File: src/rtl/prd_walker.sv
module prd_walker #(
  parameter int AW         = 32,
  parameter int LENW       = 20,
  parameter int PAGE_BYTES = 4096
) (
  input  logic            clk,
  input  logic            rst_n,
  input  logic            start,
  input  logic            rewind,
  input  logic            discard_tail,
  input  logic            to_mem,
  input  logic [AW-1:0]   tbl_base,
  input  logic [LENW-1:0] xfer_len,
  output logic            busy,
  output logic            done,
  output logic            underrun,
  output logic            dsc_req,
  output logic [AW-1:0]   dsc_addr,
  input  logic            dsc_ack,
  input  logic [63:0]     dsc_data,
  output logic            mem_req,
  output logic            mem_we,
  output logic [AW-1:0]   mem_addr,
  output logic [16:0]     mem_len,
  output logic [LENW-1:0] mem_idx,
  input  logic            mem_ack
);
  localparam int RLW = 17;

  typedef enum logic [1:0] {S_IDLE, S_CHECK, S_FETCH, S_MOVE} st_t;

  st_t             st;
  logic [AW-1:0]   tbase, dptr, raddr;
  logic [RLW-1:0]  rlen;
  logic            rlast;
  logic [LENW-1:0] bleft, bidx;
  logic            we_q, disc_q, done_q, und_q;

  logic [RLW-1:0]  chunk;
  logic [15:0]     dlen;
  logic [RLW-1:0]  new_len;
  logic            page_hit;
  logic [AW-1:0]   base_al;

  assign base_al  = {tbl_base[AW-1:2], 2'b00};
  assign chunk    = (bleft < LENW'(rlen)) ? RLW'(bleft) : rlen;
  assign dlen     = dsc_data[47:32] & 16'hFFFE;
  assign new_len  = (dlen == 16'd0) ? RLW'(17'h10000) : {1'b0, dlen};
  assign page_hit = (dptr - tbase) >= AW'(PAGE_BYTES);

  always_ff @(posedge clk or negedge rst_n) begin
    if (!rst_n) begin
      st     <= S_IDLE;
      tbase  <= '0;
      dptr   <= '0;
      raddr  <= '0;
      rlen   <= '0;
      rlast  <= 1'b0;
      bleft  <= '0;
      bidx   <= '0;
      we_q   <= 1'b0;
      disc_q <= 1'b0;
      done_q <= 1'b0;
      und_q  <= 1'b0;
    end else begin
      done_q <= 1'b0;
      und_q  <= 1'b0;
      case (st)
        S_IDLE: if (start) begin
          bleft  <= xfer_len;
          bidx   <= '0;
          we_q   <= to_mem;
          disc_q <= discard_tail;
          if (rewind) begin
            tbase <= base_al;
            dptr  <= base_al;
            raddr <= '0;
            rlen  <= '0;
            rlast <= 1'b0;
          end
          st <= S_CHECK;
        end
        S_CHECK: begin
          if (bleft == '0) begin
            if (disc_q) rlen <= '0;
            done_q <= 1'b1;
            st     <= S_IDLE;
          end else if (rlen != '0) begin
            st <= S_MOVE;
          end else if (rlast || page_hit) begin
            und_q <= 1'b1;
            st    <= S_IDLE;
          end else begin
            st <= S_FETCH;
          end
        end
        S_FETCH: if (dsc_ack) begin
          raddr <= AW'(dsc_data[31:0]);
          rlen  <= new_len;
          rlast <= dsc_data[63];
          dptr  <= dptr + AW'(8);
          st    <= S_CHECK;
        end
        S_MOVE: if (mem_ack) begin
          raddr <= raddr + AW'(chunk);
          rlen  <= rlen - chunk;
          bleft <= bleft - LENW'(chunk);
          bidx  <= bidx + LENW'(chunk);
          st    <= S_CHECK;
        end
        default: st <= S_IDLE;
      endcase
    end
  end

  assign busy     = (st != S_IDLE);
  assign done     = done_q;
  assign underrun = und_q;
  assign dsc_req  = (st == S_FETCH);
  assign dsc_addr = dptr;
  assign mem_req  = (st == S_MOVE);
  assign mem_we   = we_q;
  assign mem_addr = raddr;
  assign mem_len  = chunk;
  assign mem_idx  = bidx;
endmodule

File: config.mk
export PLATFORM = sky130hd
export DESIGN_NAME = prd_walker
export DESIGN_NICKNAME = d
export VERILOG_FILES = /design/src/rtl/prd_walker.sv
export SDC_FILE = /design/constraint.sdc
export NUM_CORES = 1
export LEC_CHECK = 0
export ABC_AREA = 1
export ABC_CLOCK_PERIOD_IN_PS = 4800
export BUFFER_PORTS_ARGS = -buffer_cell sky130_fd_sc_hd__buf_2
export CAP_MARGIN = 20
export CORE_UTILIZATION = 30
export DETAILED_ROUTE_END_ITERATION = 6
export SLEW_MARGIN = 20
export SYNTH_ARGS = -nofsm -noshare
export SYNTH_HDL_FRONTEND = slang
export SYNTH_SLANG_ARGS = --single-unit
File: constraint.sdc
create_clock -name clk -period 4.8 [get_ports clk]
set_input_delay 1.44 -clock clk [delete_from_list [all_inputs] [get_ports clk]]
set_output_delay 1.44 -clock clk [all_outputs]
set_load 0.005 [all_outputs]
# Word level (Yosys, flattened, before mapping)
# Index checks and enable logic that the tools add are counted.
[classes] muxes=41 n_shift=0 n_eq_ne=9 magnitude_cmp=2 reduce_logical=16 addsub=6 n_mul=0 n_div=0 bitwise=0
[op_table] cell="32-bit 2-to-1 mux" count=7
[op_table] cell="17-bit 2-to-1 mux" count=8
[op_table] cell="32-bit case mux with 3 select lines" count=1
[op_table] cell="20-bit 2-to-1 mux" count=4
[op_table] cell="20-bit case mux with 2 select lines" count=2
[op_table] cell="17-bit case mux with 4 select lines" count=1
[op_table] cell="32-bit case mux with 2 select lines" count=1
[op_table] cell="32-bit by 17-bit adder with 32-bit output" count=1
[op_table] cell="32-bit by 4-bit adder with 32-bit output, second input constant" count=1
[op_table] cell="32-bit by 13-bit >= comparator with 1-bit output, second input constant" count=1
[op_table] cell="32-bit subtractor" count=1
[op_table] cell="20-bit by 17-bit adder with 20-bit output" count=1
[op_table] cell="20-bit zero test" count=1
[op_table] cell="20-bit by 17-bit less-than comparator with 1-bit output" count=1
[op_table] cell="20-bit by 17-bit subtractor with 20-bit output" count=1
[op_table] cell="17-bit nonzero test" count=1
[op_table] cell="17-bit subtractor" count=1
[op_table] cell="16-bit zero test" count=1
[op_table] cell="2-bit 2-to-1 mux" count=6
[op_table] cell="1-bit 2-to-1 mux" count=9
[op_table] cell="3-bit AND reduction" count=3
[op_table] cell="2-bit != test, second input constant" count=4
[op_table] cell="2-bit case mux with 4 select lines" count=1
[op_table] cell="6-bit AND reduction" count=1
[op_table] cell="11 further kinds" count=15
[totals] ff_bits=158 output_inout_bits=107 memories=0 mem_bits_ro=0 input_bits=124 ramBits=0 latch_bits=0 word_cells=86

# Depth between registers and ports, before layout
[logic_depth] ltp_word=7 ltp_mapped=27 depth_no_buf=26

# Least setup slack after synthesis
# No wires, ideal clock.
[synth_timing] kind="register to register" from="reg rlen[15]" to="reg raddr[28], in the netlist mem_addr[28]" n_path_buf=1 slack_ns=0.979 synth_period_minus_slack_ns=3.821 stages_incl_launch_ff=25 arrival_time_ns=3.704 path_cell_list="dfrtp_1 > inv_1 > ha_1 > a21oi_1 > o21ai_0 > nand2_1 > nand2_1 > a21oi_2 > nand2_1 > clkbuf_2 > o21ai_0 > inv_1 > fa_1 > nor3_1 > nor2_1 > o21bai_2 > nand2_1 > nand2_1 > nand2_1 > nand2_1 > nand3_1 > nand3_1 > nand2_1 > nand2_1 > nand2_1"
[synth_between] elab_chain_len=5
[synth_lines] item="start: declaration" line_no="34" rtl="logic [RLW-1:0] rlen;"
[synth_lines] item="start signal: assignment" line_no="99" rtl="rlen <= new_len;"
[synth_lines] item="start signal: assignment" line_no="106" rtl="rlen <= rlen - chunk;"
[synth_lines] item="20-bit by 17-bit less-than comparator with 1-bit output" line_no="46" rtl="assign chunk = (bleft < LENW'(rlen)) ? RLW'(bleft) : rlen;"
[synth_lines] item="17-bit 2-to-1 mux" line_no="46"
[synth_lines] item="net mem_len[1]" line_no="24" rtl="output logic [16:0] mem_len,"
[synth_lines] item="32-bit by 17-bit adder with 32-bit output" line_no="105" rtl="raddr <= raddr + AW'(chunk);"
[synth_lines] item="32-bit 2-to-1 mux" line_no="104" rtl="S_MOVE: if (mem_ack) begin"
[synth_lines] item="32-bit case mux with 3 select lines" line_no="68" rtl="case (st)"
[synth_lines] item="end signal: assignment" line_no="98" rtl="raddr <= AW'(dsc_data[31:0]);"
[synth_lines] item="end signal: assignment" line_no="105"
[synth_lines] item="end: declaration" line_no="33" rtl="logic [AW-1:0] tbase, dptr, raddr;"
# The timed path passes the listed nets, and every way through them passes these cells. The select of a mux whose other input is x is not followed.
# A chain may end at the register's enable or synchronous reset.

# Worst setup path after layout
[layout_timing] from="reg rlen[15]" to="out mem_len[5]"
[layout_between] elab_chain_len=2
[layout_lines] item="20-bit by 17-bit less-than comparator with 1-bit output" line_no="46"
[layout_lines] item="17-bit 2-to-1 mux" line_no="46"
[layout_lines] item="end: declaration" line_no="24"
# No other way between the ends.

==> impl_summary.md <==
Status
The run finished with clean final reports.

Logic synthesis
The number of distinct standard cells referenced by the synthesized netlist is 58. Yosys instantiated no cell more often than nand2_1. The cell accounting for the most synthesized area is dfrtp_1. Of all flip-flops after synthesis, the portion carrying an async set or reset was 1.00. By area the synthesized netlist is led by dfrtp_1 (28%), nand2_1 (17%), ha_1 (10%). After synthesis, the most frequently instantiated cells are nand2_1 (638), inv_1 (335), a21oi_1 (159), o21ai_0 (159), dfrtp_1 (156). The cell count after synthesis came out at 2164. The flip-flop and latch count after synthesis is 156. The post-synthesis average cell area is 6.55 um^2. Counting flops with a built-in enable in the synthesized netlist gives 0. The main flop type after synthesis is dfrtp_1. The area share of the leading cell type in the synthesized netlist is 0.276. The synthesized netlist occupies a cell area of 14200 um^2.

Of the synthesized area, sequential elements account for 0.276. The Yosys step of the flow raised 0 warnings.

Die
After floorplanning, the core was sized to cover 46600 um^2. For this design the top-level I/O count stands at 231. The number of rows in the core area is 79. The floorplan die height is 219 um.

The die covers 48100 um^2. The horizontal extent of the die is 219 um. The initial utilization of the core area, before any placement, comes to 0.304.

Timing
The count of final hold-check violations was 0. The clock period minus worst slack is 4.67 ns. Measured against its own limit, the worst slew margin works out to 0.447.

Of the available clock period, the critical path in the final layout requires 0.974. Setup repair after global routing left no endpoint under its margin. The fmax is 214 MHz. The accumulated negative setup slack is 0 ns. The transition time at the pin with the least slew margin is 0.824 ns. The number of max-slew violations in the final report is 0.

Setup violations remaining at the end of the flow were counted as 0. Between clock sinks in the finished design, the worst skew comes to 0.00916 ns.

Routing
The first-pass iteration count of the detailed router is 5. The number of vias per cell is 5.06. Once detail routing completed, the nets flagged for antenna violations numbered 0. The routed layout has 15100 vias.

In this run, the number of DRC markers left after iteration 0 of detailed routing was 1075. The count of unresolved DRC violations after routing is 0. After detailed routing, the total wire length is 49200 um. The routed wirelength normalized by instance count is 16.5 um.

Worst setup path
The largest stage delay on the critical path is 0.64 ns. The sort of element at the end of the critical path is a primary output. The cell depth of the worst flop-to-flop path is 23. The cell with the largest stage delay on the worst path is o21ai_1. The logic depth of the worst setup path including buffers is 11. The required time at the worst-slack endpoint is 3.36 ns. The critical path goes through inv_1 > ha_1 > a21oi_1 > o21ai_0 > nand2_1 > nand2_1 > a21oi_2 > nand2_1 > buf_4 > o21ai_1 > buf_2. The worst path arrival time is 3.23 ns. The nature of the critical path startpoint is a register. The critical path class is reg -> out.

The most frequent cell on the critical path is nand2_1. Counting both buffers and inverters, the worst setup path holds a total of 3. Among cell families on the critical path, the largest total delay comes from compound AO/OA/AOI/OAI gates. The highest net fanout along the worst path is 8.

Placement
Once detailed placement completed, the half-perimeter wirelength came to 38600 um. During placement, the flow inserted port buffers numbering 210. The congestion estimate from routability-driven global placement came to 0.959.

GRT
The first global-routing pass estimated 77000 um of wire. The via count of the first global-routing pass is 14700. The maximum number of pins on one net before global-route repair is 69. The number of antenna violations at the first check in global routing is 3.

The total global routing overflow is 0. Across every metal layer, demand over resource in global routing totals 0.208.

Clocking
The tree built by TritonCTS fans out to 156 sinks. The number of clock buffers added by TritonCTS is 17. Hold repair after CTS inserted 0 buffers. The post-cts resize count is 2. CTS placed an instance of clkbuf_16 at the clock tree root. No sink is reached through more buffers than the 2 on the longest clock path. The TritonCTS clock tree is built. Clock latency on the worst-skew pair, taken at its later pin, is 0.50 ns. The number of buffers added for setup after CTS is 0. The clock-pin slew on the worst setup and hold paths is 0.07 ns. The number of levels in the clock H-tree is 4.

Finish
The share of layout cells above drive strength 1 is 0.130. The final core utilization is 0.357. The fill cell instance count of the final layout is 5048.

The synthesis-to-finish area growth is 17.4%. The final layout net count is 2616.

Power and ir drop
The areal power density over the cells is 795 nW/um^2. The largest vdd supply drop is 0.000341 V. The total leakage power is 8.85 nW. The post-route total power is 13.2 mW.

Run
Across the run, the number of max-cap violations was 0.

Hold path
The type of the tightest min-delay check is reg -> reg. The worst hold path was traced through 2 stages.
-- stage by stage --
step	setup slack (ns)	hold slack, ns	area (um^2)	std cells
after floorplan	0.979	0.443	14200	2165
after global placement	0.257	0.458	16000	2958
after detailed placement	0.127	0.468	16000	2958
after CTS	0.0112	0.486	16600	2989
after global routing	0.0212	0.507	16600	2991
final	0.126	0.485	16600	2991
-- logic make-up (layout without fill, tap and decap cells) --
family / count (synthesis) / after routing / synth area share
simple gates: 997 / 997 / 0.299
compound gates: 449 / 449 / 0.181
buf+inv: 393 / 610 / 0.106
flops: 156 / 156 / 0.276
fa+ha+maj: 122 / 122 / 0.110
xor+xnor: 46 / 46 / 0.0284
other cells: 1 / 4 / 0.000265
-- worst min-delay path: stages (launching register included) --
cell	delay (ns)
dfrtp_1	0.34
nand2_1	0.05
o21ai_0	0.06
-- cell type report --
type,instances,area [um^2],share of cell area
Antenna cell,2,5.00,0.000301
Clock buffer,21,450,0.0271
Clock inverter,10,188,0.0113
Inverter,343,1290,0.0774
Multi-Input combinational cell,1616,8780,0.528
Sequential cell,156,3900,0.235
Tap cell,607,759,0.0457
Timing Repair Buffer,236,1260,0.0760
-- report_power, final --
part           internal [mW]  switching (mW)  total (mW)
registers               1.81           0.662        2.47
logic                   3.35            5.83        9.18
clock network          0.934           0.635        1.57
total                   6.10            7.13        13.2
-- cell usage in the layout, fill, tap and decap left out, types with 17 or more instances in the layout --
| cell type | netlist | routed |
|---|---|---|
| nor4_1 | 17 | 17 |
| clkbuf_16 | 0 | 17 |
| xor2_1 | 31 | 31 |
| nand4_1 | 30 | 30 |
| o21ai_0 | 159 | 152 |
| inv_1 | 335 | 335 |
| nor2_1 | 133 | 133 |
| dfrtp_1 | 156 | 156 |
| o21ai_1 | 24 | 30 |
| nand2_1 | 638 | 638 |
| a21oi_1 | 159 | 159 |
| buf_2 | 14 | 209 |
| nor3_1 | 25 | 25 |
| nand3_1 | 113 | 113 |
| ha_1 | 117 | 117 |
| buf_4 | 3 | 25 |
-- state kept, by name, summed over array words and instances (netlist names) --
register	cells
dsc_addr	30
underrun	1
tbase	30
rlast	1
disc_q	1
mem_we	1
mem_idx	20
rlen	17
done	1
bleft	20
mem_addr	32
st	2
-- final timing paths --
check,start,end,slack [ns]
hold / removal,tbase[17],tbase[17],0.48
hold reg to reg,tbase[17],tbase[17],0.48
setup reg to reg,rlen[15],bleft[18],0.34
min in group asynchronous,rst_n,bleft[13],0.97
setup / recovery,rlen[15],mem_len[5],0.13
max in group asynchronous,rst_n,dsc_addr[6],2.89
-- routing by layer --
metal	global-route usage	wire [um]	up-vias
met5	0	0	-
li1	-	-	7481
met4	0.0882	1410	0
met3	0.0383	2690	76
met1	0.263	22100	7154
met2	0.344	23000	431
Note: power is estimated with default switching activity, not from simulation.
